[src/rtl/dbc_pkg.sv]
package dbc_pkg;
    localparam int BAND_SHIFT = 2;

    typedef enum logic [2:0] {
        ST_IDLE,
        ST_READ,
        ST_EVAL,
        ST_EMIT,
        ST_ENDCHK,
        ST_CLEAR,
        ST_DONE
    } scan_state_e;
endpackage

[src/rtl/dbc_plane_merge.sv]
module dbc_plane_merge #(
    parameter int NPLANES = 3
) (
    input  logic [NPLANES-1:0] bits_i,
    output logic               any_o
);
    logic [NPLANES:0] acc;
    assign acc[0] = 1'b0;
    for (genvar g = 0; g < NPLANES; g++) begin : g_or
        assign acc[g+1] = acc[g] | bits_i[g];
    end
    assign any_o = acc[NPLANES];
endmodule

[src/rtl/dbc_extent.sv]
module dbc_extent #(
    parameter int PAGE_W = 10
) (
    input  logic              clk,
    input  logic              rst_n,
    input  logic              init_i,
    input  logic              hit_i,
    input  logic [PAGE_W-1:0] page_i,
    output logic [PAGE_W-1:0] lo_o,
    output logic [PAGE_W-1:0] hi_o,
    output logic              any_o
);
    always_ff @(posedge clk or negedge rst_n) begin
        if (!rst_n) begin
            lo_o <= '1;
            hi_o <= '0;
        end else if (init_i) begin
            lo_o <= '1;
            hi_o <= '0;
        end else if (hit_i) begin
            if (page_i < lo_o) lo_o <= page_i;
            if (page_i > hi_o) hi_o <= page_i;
        end
    end

    assign any_o = (hi_o >= lo_o);
endmodule

[src/rtl/dirty_band_coalescer.sv]
module dirty_band_coalescer
    import dbc_pkg::*;
#(
    parameter int LINE_W  = 12,
    parameter int NPLANES = 3
) (
    input  logic                       clk,
    input  logic                       rst_n,
    input  logic                       start_i,
    input  logic [LINE_W-1:0]          height_i,
    output logic                       rd_en_o,
    output logic [LINE_W-BAND_SHIFT-1:0] rd_page_o,
    input  logic [NPLANES-1:0]         rd_dirty_i,
    output logic                       upd_valid_o,
    input  logic                       upd_ready_i,
    output logic [LINE_W-1:0]          upd_y_o,
    output logic [LINE_W:0]            upd_lines_o,
    output logic                       clr_valid_o,
    input  logic                       clr_ready_i,
    output logic [LINE_W-BAND_SHIFT-1:0] clr_min_o,
    output logic [LINE_W-BAND_SHIFT-1:0] clr_max_o,
    output logic                       busy_o,
    output logic                       done_o
);
    localparam int PAGE_W = LINE_W - BAND_SHIFT;
    localparam int YW     = LINE_W + 1;
    localparam logic [YW-1:0] STEP = YW'(1 << BAND_SHIFT);

    scan_state_e state_q, state_d;

    logic [YW-1:0]     y_q;
    logic [LINE_W-1:0] height_q;
    logic [LINE_W-1:0] run_start_q;
    logic              run_open_q;
    logic [LINE_W-1:0] upd_y_q;
    logic [YW-1:0]     upd_lines_q;

    logic              band_dirty;
    logic              ext_any;
    logic [YW-1:0]     y_next;
    logic              next_is_end;
    logic              cur_is_end;
    logic              begin_scan;
    logic              hit;

    assign begin_scan  = (state_q == ST_IDLE) && start_i;
    assign y_next      = y_q + STEP;
    assign next_is_end = (y_next >= {1'b0, height_q});
    assign cur_is_end  = (y_q >= {1'b0, height_q});
    assign hit         = (state_q == ST_EVAL) && band_dirty;

    dbc_plane_merge #(.NPLANES(NPLANES)) u_merge (
        .bits_i (rd_dirty_i),
        .any_o  (band_dirty)
    );

    dbc_extent #(.PAGE_W(PAGE_W)) u_extent (
        .clk    (clk),
        .rst_n  (rst_n),
        .init_i (begin_scan),
        .hit_i  (hit),
        .page_i (y_q[LINE_W-1:BAND_SHIFT]),
        .lo_o   (clr_min_o),
        .hi_o   (clr_max_o),
        .any_o  (ext_any)
    );

    // next-state logic
    always_comb begin
        state_d = state_q;
        unique case (state_q)
            ST_IDLE:   if (start_i) state_d = (height_i == '0) ? ST_ENDCHK : ST_READ;
            ST_READ:   state_d = ST_EVAL;
            ST_EVAL: begin
                if (!band_dirty && run_open_q) state_d = ST_EMIT;
                else state_d = next_is_end ? ST_ENDCHK : ST_READ;
            end
            ST_EMIT:   if (upd_ready_i) state_d = cur_is_end ? ST_ENDCHK : ST_READ;
            ST_ENDCHK: begin
                if (run_open_q)   state_d = ST_EMIT;
                else if (ext_any) state_d = ST_CLEAR;
                else              state_d = ST_DONE;
            end
            ST_CLEAR:  if (clr_ready_i) state_d = ST_DONE;
            ST_DONE:   state_d = ST_IDLE;
            default:   state_d = ST_IDLE;
        endcase
    end

    // state register
    always_ff @(posedge clk or negedge rst_n) begin
        if (!rst_n) state_q <= ST_IDLE;
        else        state_q <= state_d;
    end

    // scan datapath
    always_ff @(posedge clk or negedge rst_n) begin
        if (!rst_n) begin
            y_q         <= '0;
            height_q    <= '0;
            run_start_q <= '0;
            run_open_q  <= 1'b0;
            upd_y_q     <= '0;
            upd_lines_q <= '0;
        end else begin
            unique case (state_q)
                ST_IDLE: if (start_i) begin
                    y_q        <= '0;
                    height_q   <= height_i;
                    run_open_q <= 1'b0;
                end
                ST_EVAL: begin
                    y_q <= y_next;
                    if (band_dirty) begin
                        if (!run_open_q) begin
                            run_start_q <= y_q[LINE_W-1:0];
                            run_open_q  <= 1'b1;
                        end
                    end else if (run_open_q) begin
                        upd_y_q     <= run_start_q;
                        upd_lines_q <= y_q - {1'b0, run_start_q};
                        run_open_q  <= 1'b0;
                    end
                end
                ST_ENDCHK: if (run_open_q) begin
                    upd_y_q     <= run_start_q;
                    upd_lines_q <= y_q - {1'b0, run_start_q};
                    run_open_q  <= 1'b0;
                end
                default: ;
            endcase
        end
    end

    // outputs decoded from state
    always_comb begin
        rd_en_o     = 1'b0;
        upd_valid_o = 1'b0;
        clr_valid_o = 1'b0;
        done_o      = 1'b0;
        busy_o      = 1'b1;
        unique case (state_q)
            ST_IDLE:   busy_o = 1'b0;
            ST_READ:   rd_en_o = 1'b1;
            ST_EVAL:   ;
            ST_EMIT:   upd_valid_o = 1'b1;
            ST_ENDCHK: ;
            ST_CLEAR:  clr_valid_o = 1'b1;
            ST_DONE: begin
                busy_o = 1'b0;
                done_o = 1'b1;
            end
            default:   busy_o = 1'b0;
        endcase
    end

    assign rd_page_o   = y_q[LINE_W-1:BAND_SHIFT];
    assign upd_y_o     = upd_y_q;
    assign upd_lines_o = upd_lines_q;
endmodule

[config.mk]
export PLATFORM = sky130hd
export DESIGN_NAME = dirty_band_coalescer
export DESIGN_NICKNAME = d
export VERILOG_FILES = /design/src/rtl/dbc_pkg.sv /design/src/rtl/dbc_plane_merge.sv /design/src/rtl/dbc_extent.sv /design/src/rtl/dirty_band_coalescer.sv
export SDC_FILE = /design/constraint.sdc
export NUM_CORES = 1
export LEC_CHECK = 0
export BUFFER_PORTS_ARGS = -buffer_cell sky130_fd_sc_hd__buf_2
export CAP_MARGIN = 20
export CORE_MARGIN = 5
export CORE_UTILIZATION = 45
export CTS_BUF_LIST = sky130_fd_sc_hd__clkbuf_4
export DETAILED_ROUTE_END_ITERATION = 10
export HOLD_SLACK_MARGIN = 0.12
export PLACE_DENSITY = 0.76
export SYNTH_ARGS = -nofsm -noshare
export SYNTH_HDL_FRONTEND = slang
export SYNTH_SLANG_ARGS = --single-unit
[constraint.sdc]
create_clock -name clk -period 5.1 [get_ports clk]
set_input_delay 1.02 -clock clk [delete_from_list [all_inputs] [get_ports clk]]
set_output_delay 1.02 -clock clk [all_outputs]
set_load 0.02 [all_outputs]
; ---- Yosys cells after proc, flatten, opt, wreduce, memory -nomap -nowiden
; Cells that the tools add are included.
[totals]
ff_bits = 86
in_bits = 20
[classes]
add_sub_neg = 2
order_cmp = 5
n_eq_ne = 10
n_mux = 32
bitwise_logic = 3
reduce_logical = 21
[op_table]
columns = cell, count
row1 = $mux W10, 6
row2 = $pmux W13 S2, 2
row3 = $mux W13, 3
row4 = $ge A13 B12 Y1, 2
row5 = $mux W12, 2
row6 = $mux W3, 8
row7 = $pmux W12 S2, 1
row8 = $pmux W3 S6, 1
row9 = $add A13 B3 Y13 const B, 1
row10 = $sub A13 B12 Y13, 1
row11 = $logic_not A12 Y1, 1
row12 = $reduce_and A2 Y1, 6
row13 = $ge A10 B10 Y1, 1
row14 = $gt A10 B10 Y1, 1
row15 = $lt A10 B10 Y1, 1
row16 = $reduce_bool A2 Y1, 5
row17 = $eq A3 B3 Y1 const B, 3
row18 = $ne A2 B2 Y1 const B, 4
row19 = $mux W1, 7
row20 = $eq A3 B2 Y1 const B, 2
row21 = $reduce_and A3 Y1, 2
row22 = $reduce_or A5 Y1, 1
row23 = $eq A3 B1 Y1 const B, 1
row24 = $logic_and A1 B1 Y1, 3
row25 = other kinds (7), 8

; ---- Depth between registers and ports, before layout
[depth]
word_depth = 6
depth_mapped = 12

; ---- Cells and area by module
; Synthesis repeated with hierarchy kept, for this count alone.
[hier_totals]
hier_cells = 589
area_unflattened_um2 = 5293.8
[modules_own_cells]
columns = module, instances, cells_per_inst, area_each_um2, seq_area_each_um2
row1 = dirty_band_coalescer, 1, 412, 3637.2, 1476.4
row2 = dbc_extent, 1, 176, 1650.3, 513.0
row3 = dbc_plane_merge, 1, 1, 6.3, 0.0

; ---- Worst setup path after synthesis
; Ideal clock, no wire load.
[synth_timing]
kind = register to register
start = reg y_q[4]
end = reg state_q[2]
setup_ns = 0.131
arrival_ns = 2.326
t_required_ns = 4.969
path_slack_ns = 2.644
stages_incl_launch_ff = 13
path_cell_list = dfrtp_1 -> buf_2 -> nand3_2 -> nor4_2 -> xnor2_1 -> ha_1 -> a211oi_1 -> o21ai_0 -> a21oi_1 -> a21oi_1 -> nor3_1 -> nand3b_1 -> o211ai_1
[synth_via]
elab_chain_len = 5
word_cells_on_any_way = 8
classes_between = add/sub (1) / order compare (2) / mux (5)
[synth_rtl]
columns = element, line
row1 = start: declaration, dirty_band_coalescer.sv:31  ; logic [YW-1:0] y_q;
row2 = start signal: assignment, dirty_band_coalescer.sv:113  ; y_q <= y_next;
row3 = $add A13 B3 Y13, dirty_band_coalescer.sv:47  ; assign y_next = y_q + STEP;
row4 = $ge A13 B12 Y1, dirty_band_coalescer.sv:48  ; assign next_is_end = (y_next >= {1'b0, height_q});
row5 = $mux W3, dirty_band_coalescer.sv:76  ; else state_d = next_is_end ? ST_ENDCHK : ST_READ;
row6 = $mux W3, dirty_band_coalescer.sv:75  ; if (!band_dirty && run_open_q) state_d = ST_EMIT;
row7 = $pmux W3 S6 (*), dirty_band_coalescer.sv:71  ; unique case (state_q)
row8 = end signal: assignment, dirty_band_coalescer.sv:93  ; else state_q <= state_d;
row9 = end: declaration, dirty_band_coalescer.sv:29  ; scan_state_e state_q, state_d;
; Every way passes the cells marked *; elsewhere a longest branch is shown, timed or not. The select of a mux whose other input is x is not followed.
; A chain may end at the register's enable or synchronous reset.

; ---- Final worst setup path
[layout_timing]
start = reg y_q[3]
end = reg state_q[2]
; The elaborated chain is that of the path after synthesis.

==> metrics.yaml <==
place_congestion: 0.894
fin_crit_sh: 0.597
cts.sinks: 79
swShare: 0.465
finalSetupViolations: 0
r2r-end: "state_q[2]"
p_int_mw: 1.75
p_clk_frac: 0.123
cts_root_buf: "clkbuf_4"
hp-class: "in -> async"
grt-ovfl-total: 0
ir_drop_mv: 0.445
grt.total_usage: 0.179
worst_slack_ns: 2.05
p_per_area_mw_per_mm2: 562
area_growth_pct: 10.9
r2r_cells: 12
nFillCells: 1051
syn_inst: 591
startpoint: "y_q[3]"
p_switching_mw: 1.53
instances_no_fill: 799
cp.depth: 12
hold_viol_final: 0
rr_startpoint: "y_q[3]"
final_area_sq_mm: 0.00584
start_util: 0.459
yosysWarnings: 0
synth_area_sq_mm: 0.00527
synth_edf_count: 0
ys_ff_latch: 79
slowest_delay_ns: 0.64
io_buffers: 76
endpoint: "state_q[2]"
synth_compound_area_frac: 0.151
drv_slew: 0
drive_gt1_frac: 0.195
fin_util: 0.509
drc: 0
skew_ns: 0.0173
die_height_um: 118
clk_path_buf_depth: 2
cts.clk_slew.worst_paths_ns: 0.15
grt_max_degree: 80
holdWs_ns: 0.487
crit_family: "simple AND/OR/NAND/NOR gates"
fp.coreArea_sq_mm: 0.0115
ctsResizeCount: 0
final_cell_mix: "nand2_1 (75), buf_2 (75), o21ai_0 (73)"
grt_pass1_vias: 4313
ant_nets: 0
yosysSeqAreaShare: 0.378
post_cts_buffers: 0
n_antenna_cell: 0
pwr-share-comb: 0.552
synth_top_family_by_area: "simple AND/OR/NAND/NOR gates"
crit_slowest_cell: "dfrtp_1"
start_kind: "register"
wl_per_cell_um: 15.8
async_flop_share: 1.00
slew_headroom: 0.422
worstPathCellList: "ha_1 -> nand2_1 -> nor3_1 -> xnor2_1 -> ha_1 -> a211oi_1 -> o21ai_0 -> a21oi_1 -> a21oi_1 -> nor3_1 -> nand3b_1 -> o211ai_1"
syn_avg_cell_area_sq_um: 8.91
num_rows: 39
drtIter0Drc: 340
arrival_ns: 3.38
synth-adder-area-share: 0.149
dp.cells: 780
cp_max_fo: 11
worst-path-buf-inv: 0
cts_buffers: 9
ff2ff_setup_slack_ns: 2.05
worst_slew_pin_slew_ns: 0.858
ys.flop_type: "dfrtp_1"
htree_levels: 3
synthMuxAreaShare: 0.0302
cts_tree: "yes"
wl_um: 12600
grt_pass1_wl_um: 20900
post-route-min-period_ns: 3.05
finalSetupTns_ns: 0
rsz0062_at_grt: "no"
firstDrtPassIters: 5
fin_total_pwr_mw: 3.28
route.vias.total: 4343
dp_hpwl_um: 9380
yosys.area_share.simple: 0.181
via_per_inst: 5.44
critPathKind: "reg -> reg"
clk_latency_ns: 0.46
synthXorXnorAreaFrac: 0.0299
worst_ep_required_time_ns: 5.44
crit_path_end_kind: "register"
maxCapViolations: 0
post-place-ws_ns: 2.12
dpl_cell_area_sq_mm: 0.00565
max_freq_mhz: 328
nNetsFinal: 733
hold_buffers: 0
status: "completed"
grt_antenna_before_repair: 0
ios: 80
sequentialPowerShare: 0.325
die_area_sq_mm: 0.0140
p_leak_nw: 2.83
ys_types: 59
die_width_um: 118
-- area by class of cell --
| class | count | area (sq um) | share of cell area |
|---|---|---|---|
| well taps | 143 | 179 | 0.0306 |
| clock buffers | 9 | 67.6 | 0.0116 |
| multi-input cells | 425 | 2870 | 0.492 |
| flip-flops and latches | 79 | 1990 | 0.341 |
| repair buffers | 82 | 450 | 0.0771 |
| inverters | 54 | 203 | 0.0347 |
| clock inverters | 7 | 78.8 | 0.0135 |
-- worst register-to-register path, stage by stage (launching register included) --
cell      delay (ns)
dfrtp_1         0.64
ha_1            0.29
nand2_1         0.13
nor3_1          0.41
xnor2_1         0.12
ha_1            0.20
a211oi_1        0.21
o21ai_0         0.11
a21oi_1         0.15
a21oi_1         0.09
nor3_1          0.30
nand3b_1        0.17
o211ai_1        0.10
-- cells by family after synthesis --
group                      after synthesis
other                                    2
DFF                                     79
xor gates and xnor gates                18
AOI/OAI and AO/OA                      134
and+or+nand+nor                        192
adders and majority gates               62
muxes                                   15
buffers and inverters                   89
-- Yosys cell counts, types with 2 or more instances --
master	n	share of area
a2111oi_0	2	0.0033
ha_1	61	0.14
mux2i_1	11	0.021
nor3_4	2	0.0062
inv_1	54	0.038
conb_1	2	0.0014
nand2_1	75	0.053
nor3_1	13	0.012
nand2b_1	7	0.0083
o21ai_0	73	0.069
dfrtp_1	69	0.33
xnor2_1	10	0.017
nor2_1	49	0.035
dfstp_2	10	0.050
a22o_1	5	0.0083
buf_2	5	0.0048
or3_1	3	0.0036
nor2b_1	5	0.0059
clkbuf_1	13	0.0093
and2_1	3	0.0036
nor3b_1	5	0.0071
a211oi_1	5	0.0071
o211ai_1	4	0.0057
nand3_1	13	0.012
o21a_1	3	0.0043
a21oi_1	25	0.024
a21o_1	5	0.0071
buf_6	4	0.0086
nor4_1	4	0.0048
buf_4	13	0.019
xor2_1	8	0.013
mux2_2	3	0.0064
-- power by group through the flow --
stage               Sequential, mW  Clock [mW]  Combinational [mW]
floorplan                     1.17           0                1.23
global placement              1.07           0                1.74
detailed placement            1.08           0                1.78
CTS                           1.07       0.409                1.79
global route                  1.10       0.438                2.02
finish                        1.07       0.403                1.81
-- worst min path at each step --
stage / startpoint / to / slack, ns / cells after the start
after detailed placement: upd_y_o[8] / upd_y_o[8] / 0.47 / 2
after global routing: rst_n / upd_lines_o[5] / 0.50 / 1
after global placement: upd_lines_o[12] / upd_lines_o[12] / 0.46 / 2
after CTS: upd_y_o[8] / upd_y_o[8] / 0.50 / 2
final: rst_n / upd_lines_o[5] / 0.49 / 1
after floorplan: height_q[1] / height_q[1] / 0.50 / 1
-- routing by layer --
metal  vias to the layer above  routed length [um]  share of wire  GRT usage
li1                       2133                   -              -          -
met1                      2039                5710           0.45      0.245
met2                       152                5860           0.46      0.282
met3                        19                 845          0.067     0.0334
met4                         0                 205          0.016     0.0674
met5                         -                   0              0          0
-- flip-flops by register name (all words and copies together), names as in the netlist --
| signal | flops |
|---|---|
| upd_y_o | 10 |
| height_q | 12 |
| upd_lines_o | 12 |
| run_start_q | 10 |
| y_q | 11 |
| u_extent.hi_o | 10 |
| run_open_q | 1 |
| state_q | 3 |
| u_extent.lo_o | 10 |
(Power assumes the default switching activity.)
